$ cat config.mk
export PLATFORM = sky130hd
export DESIGN_NAME = frame_trace_recorder
export DESIGN_NICKNAME = d
export VERILOG_FILES = /design/src/rtl/trc_pkg.sv /design/src/rtl/trc_sample_clock.sv /design/src/rtl/trc_frame_slot.sv /design/src/rtl/trc_byte_sel.sv /design/src/rtl/trc_record_ctrl.sv /design/src/rtl/frame_trace_recorder.sv
export SDC_FILE = /design/constraint.sdc
export NUM_CORES = 1
export LEC_CHECK = 0
export CORE_MARGIN = 2
export CORE_UTILIZATION = 40
export DETAILED_ROUTE_END_ITERATION = 8
export DONT_BUFFER_PORTS = 1
export PLACE_DENSITY_LB_ADDON = 0.15
export SYNTH_ARGS = -nofsm -noshare
export SYNTH_HDL_FRONTEND = slang
export SYNTH_SLANG_ARGS = --single-unit
$ cat constraint.sdc
create_clock -name clk -period 10 [get_ports clk]
set_input_delay 0.5 -clock clk [delete_from_list [all_inputs] [get_ports clk]]
set_output_delay 0.5 -clock clk [all_outputs]
set_load 0.01 [all_outputs]
$ cat src/rtl/trc_pkg.sv
package trc_pkg;

  typedef enum logic [2:0] {
    ST_FILL,
    ST_IDLE,
    ST_HEAD,
    ST_BODY,
    ST_FIN,
    ST_HALT
  } trc_state_e;

  typedef struct packed {
    logic [31:0] stamp;
    logic [31:0] parity;
    logic [7:0]  len;
  } trc_meta_t;

  localparam logic [7:0] FILL_BYTE = 8'h44;
  localparam int         HDR_BYTES = 9;

endpackage

$ cat src/rtl/trc_sample_clock.sv
module trc_sample_clock #(
  parameter int CW = 32
) (
  input  logic          clk,
  input  logic          rst_n,
  input  logic          smp_en,
  output logic [CW-1:0] count
);
  logic [CW-1:0] cnt_q, cnt_d;

  always_comb begin
    cnt_d = cnt_q;
    if (smp_en) cnt_d = cnt_q + CW'(1);
  end

  always_ff @(posedge clk or negedge rst_n) begin
    if (!rst_n) cnt_q <= '0;
    else        cnt_q <= cnt_d;
  end

  assign count = cnt_q;
endmodule

$ cat src/rtl/trc_frame_slot.sv
module trc_frame_slot
  import trc_pkg::*;
#(
  parameter bit FORCE_DIR = 1'b0
) (
  input  logic        clk,
  input  logic        rst_n,
  input  logic        capture,
  input  logic        release_i,
  input  logic [31:0] count,
  input  logic [31:0] offset,
  input  logic [31:0] parity,
  input  logic [7:0]  len,
  output logic        valid,
  output trc_meta_t   meta
);
  logic        valid_q, valid_d;
  trc_meta_t   meta_q, meta_d;
  logic [31:0] raw_stamp;
  logic [31:0] stamp;

  assign raw_stamp = count - offset;

  generate
    if (FORCE_DIR) begin : g_dir_set
      assign stamp = {1'b1, raw_stamp[30:0]};
    end else begin : g_dir_keep
      assign stamp = raw_stamp;
    end
  endgenerate

  always_comb begin
    valid_d = valid_q;
    meta_d  = meta_q;
    if (release_i) valid_d = 1'b0;
    if (capture) begin
      valid_d       = 1'b1;
      meta_d.stamp  = stamp;
      meta_d.parity = parity;
      meta_d.len    = len;
    end
  end

  always_ff @(posedge clk or negedge rst_n) begin
    if (!rst_n) begin
      valid_q <= 1'b0;
      meta_q  <= '0;
    end else begin
      valid_q <= valid_d;
      if (capture) meta_q <= meta_d;
    end
  end

  assign valid = valid_q;
  assign meta  = meta_q;
endmodule

$ cat src/rtl/trc_byte_sel.sv
module trc_byte_sel
  import trc_pkg::*;
(
  input  trc_meta_t  meta,
  input  logic [3:0] idx,
  output logic [7:0] hdr_byte
);
  always_comb begin
    case (idx)
      4'd0:    hdr_byte = meta.stamp[7:0];
      4'd1:    hdr_byte = meta.stamp[15:8];
      4'd2:    hdr_byte = meta.stamp[23:16];
      4'd3:    hdr_byte = meta.stamp[31:24];
      4'd4:    hdr_byte = meta.parity[7:0];
      4'd5:    hdr_byte = meta.parity[15:8];
      4'd6:    hdr_byte = meta.parity[23:16];
      4'd7:    hdr_byte = meta.parity[31:24];
      default: hdr_byte = meta.len;
    endcase
  end
endmodule

$ cat src/rtl/trc_record_ctrl.sv
module trc_record_ctrl
  import trc_pkg::*;
#(
  parameter int TRACE_BYTES = 3032,
  parameter int STOP_LIMIT  = 3000,
  parameter int AW          = 12,
  parameter int PW          = 12
) (
  input  logic          clk,
  input  logic          rst_n,
  input  logic          cmd_valid,
  input  logic          rsp_valid,
  input  trc_meta_t     cmd_meta,
  input  trc_meta_t     rsp_meta,
  input  logic [7:0]    cmd_pay,
  input  logic [7:0]    rsp_pay,
  output logic          accept,
  output logic          cmd_release,
  output logic          rsp_release,
  output logic          cmd_unsync,
  output logic          rsp_unsync,
  output logic          rsp_clear,
  output logic [7:0]    pay_idx,
  output logic          tr_we,
  output logic [AW-1:0] tr_addr,
  output logic [7:0]    tr_wdata
);
  localparam logic [AW-1:0] FILL_LAST = AW'(TRACE_BYTES - 1);
  localparam logic [PW-1:0] REGION_P  = PW'(TRACE_BYTES);
  localparam logic [PW-1:0] LIMIT_P   = PW'(STOP_LIMIT);
  localparam logic [7:0]    HDR_LAST  = 8'(HDR_BYTES - 1);

  trc_state_e    state_q, state_d;
  logic [AW-1:0] fill_q, fill_d;
  logic [PW-1:0] ptr_q, ptr_d;
  logic [7:0]    idx_q, idx_d;
  logic          sel_q, sel_d;

  trc_meta_t     act_meta;
  logic [7:0]    act_pay;
  logic [7:0]    hdr_byte;
  logic          in_region;

  assign act_meta  = sel_q ? rsp_meta : cmd_meta;
  assign act_pay   = sel_q ? rsp_pay  : cmd_pay;
  assign in_region = (ptr_q < REGION_P);

  trc_byte_sel u_byte_sel (
    .meta     (act_meta),
    .idx      (idx_q[3:0]),
    .hdr_byte (hdr_byte)
  );

  always_comb begin
    state_d     = state_q;
    fill_d      = fill_q;
    ptr_d       = ptr_q;
    idx_d       = idx_q;
    sel_d       = sel_q;
    tr_we       = 1'b0;
    tr_addr     = ptr_q[AW-1:0];
    tr_wdata    = hdr_byte;
    pay_idx     = 8'd0;
    cmd_release = 1'b0;
    rsp_release = 1'b0;
    cmd_unsync  = 1'b0;
    rsp_unsync  = 1'b0;
    rsp_clear   = 1'b0;
    case (state_q)
      ST_FILL: begin
        tr_we    = 1'b1;
        tr_addr  = fill_q;
        tr_wdata = FILL_BYTE;
        fill_d   = fill_q + AW'(1);
        if (fill_q == FILL_LAST) state_d = ST_IDLE;
      end
      ST_IDLE: begin
        idx_d = 8'd0;
        if (cmd_valid) begin
          state_d = ST_HEAD;
          sel_d   = 1'b0;
        end else if (rsp_valid) begin
          state_d = ST_HEAD;
          sel_d   = 1'b1;
        end
      end
      ST_HEAD: begin
        tr_we = in_region;
        ptr_d = ptr_q + PW'(1);
        if (idx_q == HDR_LAST) begin
          idx_d   = 8'd0;
          state_d = (act_meta.len == 8'd0) ? ST_FIN : ST_BODY;
        end else begin
          idx_d = idx_q + 8'd1;
        end
      end
      ST_BODY: begin
        pay_idx  = idx_q;
        tr_wdata = act_pay;
        tr_we    = in_region;
        ptr_d    = ptr_q + PW'(1);
        if (idx_q == act_meta.len - 8'd1) state_d = ST_FIN;
        else                              idx_d   = idx_q + 8'd1;
      end
      ST_FIN: begin
        if (!sel_q) begin
          cmd_release = 1'b1;
          cmd_unsync  = 1'b1;
          rsp_unsync  = 1'b1;
        end else begin
          rsp_release = 1'b1;
          rsp_clear   = 1'b1;
        end
        if (ptr_q > LIMIT_P) begin
          state_d     = ST_HALT;
          cmd_release = 1'b1;
          rsp_release = 1'b1;
        end else begin
          state_d = ST_IDLE;
        end
      end
      ST_HALT: begin
        state_d = ST_HALT;
      end
      default: state_d = ST_IDLE;
    endcase
  end

  assign accept = (state_q == ST_IDLE) && !cmd_valid && !rsp_valid;

  always_ff @(posedge clk or negedge rst_n) begin
    if (!rst_n) begin
      state_q <= ST_FILL;
      fill_q  <= '0;
      ptr_q   <= '0;
      idx_q   <= '0;
      sel_q   <= 1'b0;
    end else begin
      state_q <= state_d;
      fill_q  <= fill_d;
      ptr_q   <= ptr_d;
      idx_q   <= idx_d;
      sel_q   <= sel_d;
    end
  end
endmodule

$ cat src/rtl/frame_trace_recorder.sv
module frame_trace_recorder
  import trc_pkg::*;
#(
  parameter  int TRACE_BYTES = 3032,
  parameter  int STOP_LIMIT  = 3000,
  localparam int AW          = $clog2(TRACE_BYTES)
) (
  input  logic          clk,
  input  logic          rst_n,
  input  logic          smp_en,
  input  logic          cmd_done,
  input  logic [31:0]   cmd_offset,
  input  logic [31:0]   cmd_parity,
  input  logic [7:0]    cmd_len,
  input  logic [7:0]    cmd_pay_data,
  input  logic          rsp_done,
  input  logic [31:0]   rsp_offset,
  input  logic [31:0]   rsp_parity,
  input  logic [7:0]    rsp_len,
  input  logic [7:0]    rsp_pay_data,
  output logic [7:0]    pay_idx,
  output logic          cmd_unsync,
  output logic          rsp_unsync,
  output logic          rsp_clear,
  output logic          busy,
  output logic          tr_we,
  output logic [AW-1:0] tr_addr,
  output logic [7:0]    tr_wdata
);
  localparam int TOP_SPAN = (TRACE_BYTES > STOP_LIMIT) ? TRACE_BYTES : STOP_LIMIT;
  localparam int PW       = $clog2(TOP_SPAN + HDR_BYTES + 257);

  logic [31:0] count;
  logic        accept;
  logic        cmd_valid, rsp_valid;
  logic        cmd_release, rsp_release;
  trc_meta_t   cmd_meta, rsp_meta;

  trc_sample_clock #(.CW(32)) u_clock (
    .clk    (clk),
    .rst_n  (rst_n),
    .smp_en (smp_en),
    .count  (count)
  );

  trc_frame_slot #(.FORCE_DIR(1'b0)) u_cmd_slot (
    .clk       (clk),
    .rst_n     (rst_n),
    .capture   (cmd_done && accept),
    .release_i (cmd_release),
    .count     (count),
    .offset    (cmd_offset),
    .parity    (cmd_parity),
    .len       (cmd_len),
    .valid     (cmd_valid),
    .meta      (cmd_meta)
  );

  trc_frame_slot #(.FORCE_DIR(1'b1)) u_rsp_slot (
    .clk       (clk),
    .rst_n     (rst_n),
    .capture   (rsp_done && accept),
    .release_i (rsp_release),
    .count     (count),
    .offset    (rsp_offset),
    .parity    (rsp_parity),
    .len       (rsp_len),
    .valid     (rsp_valid),
    .meta      (rsp_meta)
  );

  trc_record_ctrl #(
    .TRACE_BYTES (TRACE_BYTES),
    .STOP_LIMIT  (STOP_LIMIT),
    .AW          (AW),
    .PW          (PW)
  ) u_ctrl (
    .clk         (clk),
    .rst_n       (rst_n),
    .cmd_valid   (cmd_valid),
    .rsp_valid   (rsp_valid),
    .cmd_meta    (cmd_meta),
    .rsp_meta    (rsp_meta),
    .cmd_pay     (cmd_pay_data),
    .rsp_pay     (rsp_pay_data),
    .accept      (accept),
    .cmd_release (cmd_release),
    .rsp_release (rsp_release),
    .cmd_unsync  (cmd_unsync),
    .rsp_unsync  (rsp_unsync),
    .rsp_clear   (rsp_clear),
    .pay_idx     (pay_idx),
    .tr_we       (tr_we),
    .tr_addr     (tr_addr),
    .tr_wdata    (tr_wdata)
  );

  assign busy = !accept;
endmodule

==> results of run 1 <==
-- layout make-up --
cell class                 instances  area, um2  share of cell area
clock inverter                     8        155              0.0104
inverter                          78        293              0.0196
clock buffer                      40        773              0.0518
sequential                       214       5360               0.359
timing repair buffer               6       65.1             0.00435
tap                              448        561              0.0375
multi-input combinational       1253       7740               0.518
-- per-layer routing --
metal | vias up | global-route usage | routed length (um)
met5 | - | 0 | 0
met4 | 0 | 0.0625 | 1120
met2 | 297 | 0.348 | 17800
met3 | 55 | 0.0328 | 2060
met1 | 5368 | 0.311 | 18200
li1 | 5499 | - | -
-- metrics by stage --
stage / setup WS (ns) / cells / utilization / cell area, um2 / power (W)
6_report: 5.61 / 2047 / 0.446 / 14900 / 0.00223
5_1_grt: 5.55 / 2047 / 0.446 / 14900 / 0.00234
4_1_cts: 5.68 / 2047 / 0.446 / 14900 / 0.00226
3_5_place_dp: 6.33 / 1998 / 0.417 / 14000 / 0.00120
3_3_place_gp: 6.30 / 1998 / 0.417 / 14000 / 0.00120
2_1_floorplan: 6.82 / 1610 / - / 13600 / 0.00113
-- worst max-delay path: stages (launching register included) --
cell and delay, ns:
dfrtp_4 0.90, buf_4 0.68, mux2_2 0.45, a21oi_1 0.18
o221ai_1 0.14, nor4_1 0.52, a211o_1 0.20, o21ai_0 0.18
-- report_power, final --
part | switching [W] | internal (W) | leakage [nW]
registers | 0.0000236 | 0.000880 | 2.95
logic | 0.000182 | 0.000122 | 3.73
clock network | 0.000390 | 0.000634 | 0.454
total | 0.000596 | 0.00164 | 7.14
-- logic make-up after synthesis --
family	synth area share
xor gates and xnor gates	0.0707
DFF	0.393
AOI/OAI and AO/OA	0.150
muxes	0.0559
and+or+nand+nor	0.223
buffers and inverters	0.0412
adders and majority gates	0.0672
-- state kept, by name (all words and copies together) (netlist names) --
register          count
u_ctrl.sel_q          1
u_ctrl.state_q        3
u_clock.count        32
u_cmd_slot.meta      72
u_ctrl.ptr_q         12
u_cmd_slot.valid      1
u_ctrl.idx_q          8
u_ctrl.fill_q        12
u_rsp_slot.valid      1
u_rsp_slot.meta      72
-- path summary, 6_finish.rpt --
kind,cells past startpoint,start,slack [ns],end
max,7,u_ctrl.sel_q$_DFFE_PN0P_,5.61,tr_wdata[1]
min,1,rst_n,-0.07,u_cmd_slot.meta[5]$_DFFE_PN0P_
max reg2reg,9,u_ctrl.sel_q$_DFFE_PN0P_,6.26,u_ctrl.idx_q[5]$_DFFE_PN0P_
min reg2reg,2,u_rsp_slot.meta[47]$_DFFE_PN0P_,0.47,u_rsp_slot.meta[47]$_DFFE_PN0P_
max in group asynchronous,1,rst_n,8.99,u_ctrl.sel_q$_DFFE_PN0P_
min in group clk,1,smp_en,0.03,u_clock.count[0]$_DFFE_PN0P_
-- cell usage in the layout (no fill, tap or decap), types with 8 or more instances in the layout --
cell	netlist	layout
nand2_1	413	411
nand3_1	40	40
o21ai_0	98	98
and3_1	24	24
a221oi_1	9	9
xnor2_1	67	67
o22ai_1	14	14
ha_1	70	70
a21oi_1	73	73
inv_1	78	78
nor2b_1	10	10
nand2b_1	17	17
mux2i_1	59	59
o211ai_1	11	11
a22oi_1	8	8
nor4_1	9	9
a211o_1	11	11
a21o_1	21	21
nor3_1	29	29
mux2_2	13	13
o21a_1	11	11
dfrtp_1	214	213
or3_1	10	10
nand4_1	24	24
clkbuf_16	0	26
nor2_1	66	66
xor2_1	43	43
==> impl_metrics.yaml, run 1 <==
run_status:
  status: "finished, violations left"
  violations: "hold timing"
sta:
  fmax_ghz: 0.228
  rsz0062_at_grt: "false"
  finalCriticalPeriod_ns: 4.39
  tns_ns: 0
  fin_worst_skew_ns: 0.0149
  finalHoldViolations: 14
  timing.slew.headroom: 0.189
  tightest_slew_ns: 1.22
  setup_viol: 0
  drv_slew: 0
  finalCritPeriodShare: 0.439
  hold_slack_ns: -0.0701
drt:
  vias_per_cell: 5.48
  vias: 11200
  drt_wl_total_um: 39200
  dr.first_iter.drc_count: 702
  wire_per_inst_um: 19.1
  postRouteAntennaNets: 0
  dr.pass1.iters: 5
  drc: 0
hold_path:
  hp-class: "input port to async pin"
synth:
  synth_cell_types: 77
  synth.cells.most_frequent: "413 x nand2_1, 214 x dfrtp_1, 98 x o21ai_0, 78 x inv_1, 73 x a21oi_1"
  syn-num-nets: 1847
  synth_cells: 1610
  ys_seq_elements: 214
  synth_area_leader_cell: "dfrtp_1"
  ys_seq_area_frac: 0.393
  postSynthAreaPerCell_um2: 8.47
  synthFlopType: "dfrtp_1"
  postSynth.asyncResetShare: 1.00
  yosys_warnings: 0
  yosysTopAreaCellShare: 0.393
  synth_edf_count: 0
  synth_area_leaders: "dfrtp_1 39%, nand2_1 11%, ha_1 6.4%"
  yosysMostFrequentCell: "nand2_1"
  syn_area_mm2: 0.0136
job:
  drv_cap: 0
placed_design:
  hpwl_um: 28900
  gp_congestion: 0.861
  port_buffers: 0
cts:
  clk_pin_slew_ns: 0.06
  cts_num_sinks: 214
  cts_setup_buffers: 0
  cts_buffers: 26
  clkLatencyLatePin_ns: 0.56
  cts_root_buf: "clkbuf_16"
  cts.htree.levels: 1
  postCtsHoldBufs: 1
  clock_path_buffers: 3
  cts_resized: 0
  cts_tree: "done"
floorplan:
  die_area_mm2: 0.0356
  std_cell_rows: 67
  pin_count: 198
  die_y_um: 189
  initial_core_util: 0.407
  core_mm2: 0.0335
  die_x_um: 189
pwr:
  p_leak_nw: 7.14
  vdd_ir_drop_max_v: 0.000125
  p_per_area_mw_per_mm2: 149
setup_path:
  start_kind: "flop"
  endpoint_kind: "primary output"
  worstPathRequired_ns: 9.50
  arrival_ns: 3.89
  critPathKind: "flop to primary output"
  cp_max_fo: 46
global_routing:
  grt_use_total: 0.219
  grt_overflow: 0
  grt_pass1_wl_um: 61000
  grt_max_degree: 215
  grt_pass1_vias: 10800
  antenna_found_initial: 0
finish:
  fill_cells: 3369
  nets: 1816
  diodes: 0
  syn_to_final_growth_pct: 9.58
  drive_gt1_frac: 0.0525
Power figures use the tool's default switching activity.
==> run 2: changes to the inputs <==
- clock period: 10 -> 3.7 ns (I/O delays scaled with it)
==> impl_metrics.yaml, run 2 (synthesis results as in run 1) <==
cts:
  cts_tree: "done"
  cts_num_sinks: 214
  clkLatencyLatePin_ns: 0.56
  clock_path_buffers: 3
  clk_pin_slew_ns: 0.06
  cts_root_buf: "clkbuf_16"
  cts_setup_buffers: 0
  postCtsHoldBufs: 87
  cts_buffers: 27
  cts_resized: 0
  cts.htree.levels: 1
setup_path:
  arrival_ns: 3.28
  cpMaxStageDelayCell: "nor4_1"
  crit_chain: "inv_1 > ha_1 > and2_1 > a221oi_1 > a21oi_1 > nor4_1 > a211o_1 > o21ai_0"
  reg2regPathDepth: 11
  slowest_delay_ns: 0.70
  worstPathRequired_ns: 3.51
  start_kind: "flop"
  critPathKind: "flop to primary output"
  cp_max_fo: 12
  endpoint_kind: "primary output"
global_routing:
  antenna_found_initial: 0
  grt_use_total: 0.224
  grt_max_degree: 215
  grt_overflow: 0
  grt_pass1_wl_um: 63000
  grt_pass1_vias: 11500
placed_design:
  gp_congestion: 0.881
  hpwl_um: 29200
  port_buffers: 0
  dp_slack_ns: 0.538
floorplan:
  die_x_um: 189
  initial_core_util: 0.407
  std_cell_rows: 67
  core_mm2: 0.0335
  pin_count: 198
  die_area_mm2: 0.0356
  die_y_um: 189
pwr:
  p_leak_nw: 7.57
  power.total_w: 0.00611
  vdd_ir_drop_max_v: 0.000368
  switchingPower_w: 0.00161
  internal_power_w: 0.00449
  pwr-share-clk: 0.458
  combPwrFrac: 0.142
  netSwitchingFraction: 0.264
  pwr-share-seq: 0.400
  p_per_area_mw_per_mm2: 384
finish:
  diodes: 0
  syn_to_final_growth_pct: 16.6
  nets: 1913
  fill_cells: 3300
  final_cell_mix: "411 x nand2_1, 213 x dfrtp_1, 98 x o21ai_0"
  drive_gt1_frac: 0.0577
  final_common_cell: "nand2_1"
sta:
  finalCriticalPeriod_ns: 3.46
  tightest_slew_ns: 0.817
  fin_worst_skew_ns: 0.0166
  fmax_ghz: 0.289
  tns_ns: 0
  hold_slack_ns: -0.667
  finalHoldViolations: 214
  rsz0062_at_grt: "false"
  timing.slew.headroom: 0.455
  finalCritPeriodShare: 0.936
  layout_setup_ws_ns: 0.235
  setup_viol: 0
  drv_slew: 0
hold_path:
  hp-class: "input port to async pin"
job:
  drv_cap: 0
drt:
  drc: 0
  vias: 11600
  postRouteAntennaNets: 0
  wire_per_inst_um: 18.7
  drt_wl_total_um: 40200
  dr.first_iter.drc_count: 631
  vias_per_cell: 5.39
  dr.pass1.iters: 5
run_status:
  violations: "hold timing"
  status: "finished, violations left"
## run 2: cell count changes in the layout (fill, tap and decap cells not counted), sizes merged
cell and delta:
clkbuf -4, dlygate4sd3 +87, clkinv +5, inv +1, buf +9
## run 2: worst paths after layout
path                                                 start                               to  slack, ns
setup / recovery               u_ctrl.idx_q[0]$_DFFE_PN0P_                      tr_wdata[7]       0.24
hold / removal                                       rst_n   u_cmd_slot.meta[6]$_DFFE_PN0P_      -0.67
setup reg to reg              u_clock.count[0]$_DFFE_PN0P_  u_cmd_slot.meta[70]$_DFFE_PN0P_       0.51
hold reg to reg            u_rsp_slot.meta[35]$_DFFE_PN0P_  u_rsp_slot.meta[35]$_DFFE_PN0P_       0.47
max in group asynchronous                            rst_n         u_ctrl.sel_q$_DFFE_PN0P_       4.03
min in group clk                                  cmd_done  u_cmd_slot.meta[16]$_DFFE_PN0P_       0.02
## run 2: layer usage
layer  GRT usage  share of wire  vias to the layer above  wire [um]
li1            -              -                     5707          -
met1       0.314           0.47                     5474      18800
met2       0.360           0.45                      325      18200
met3      0.0309          0.052                       65       2110
met4      0.0637          0.029                        0       1170
met5           0              0                        -          0
## run 2: layout make-up
cell class | instances | area [um2] | share of cell area
clock buffer | 36 | 759 | 0.0478
clock inverter | 14 | 189 | 0.0119
inverter | 78 | 293 | 0.0184
multi-input combinational | 1253 | 7740 | 0.487
sequential | 214 | 5360 | 0.337
tap | 448 | 561 | 0.0353
timing repair buffer | 102 | 996 | 0.0627
## run 2: metrics by stage
step / hold WS, ns / util / area, um2 / instances
global placement: -0.101 / 0.420 / 14100 / 2008
global route: -0.697 / 0.474 / 15900 / 2145
detailed placement: -0.0963 / 0.420 / 14100 / 2008
finish: -0.667 / 0.474 / 15900 / 2145
floorplan: -0.111 / - / 13600 / 1610
CTS: -0.690 / 0.474 / 15900 / 2145
## run 2: critical path, delay by kind of cell, from the launching register on
kind | cells | cell delay (ns)
buffers and inverters | 1 | 0.16
and+or+nand+nor | 2 | 1.01
adders and majority gates | 1 | 0.28
AOI/OAI and AO/OA | 4 | 0.79
DFF | 1 | 0.48
## run 2: power groups by stage
stage	Sequential, W	Combinational [W]	Clock (W)
after floorplan	0.00247	0.000592	0
after global placement	0.00248	0.000777	0
after detailed placement	0.00249	0.000780	0
after CTS	0.00244	0.000863	0.00287
after global routing	0.00245	0.000968	0.00296
final	0.00244	0.000864	0.00280
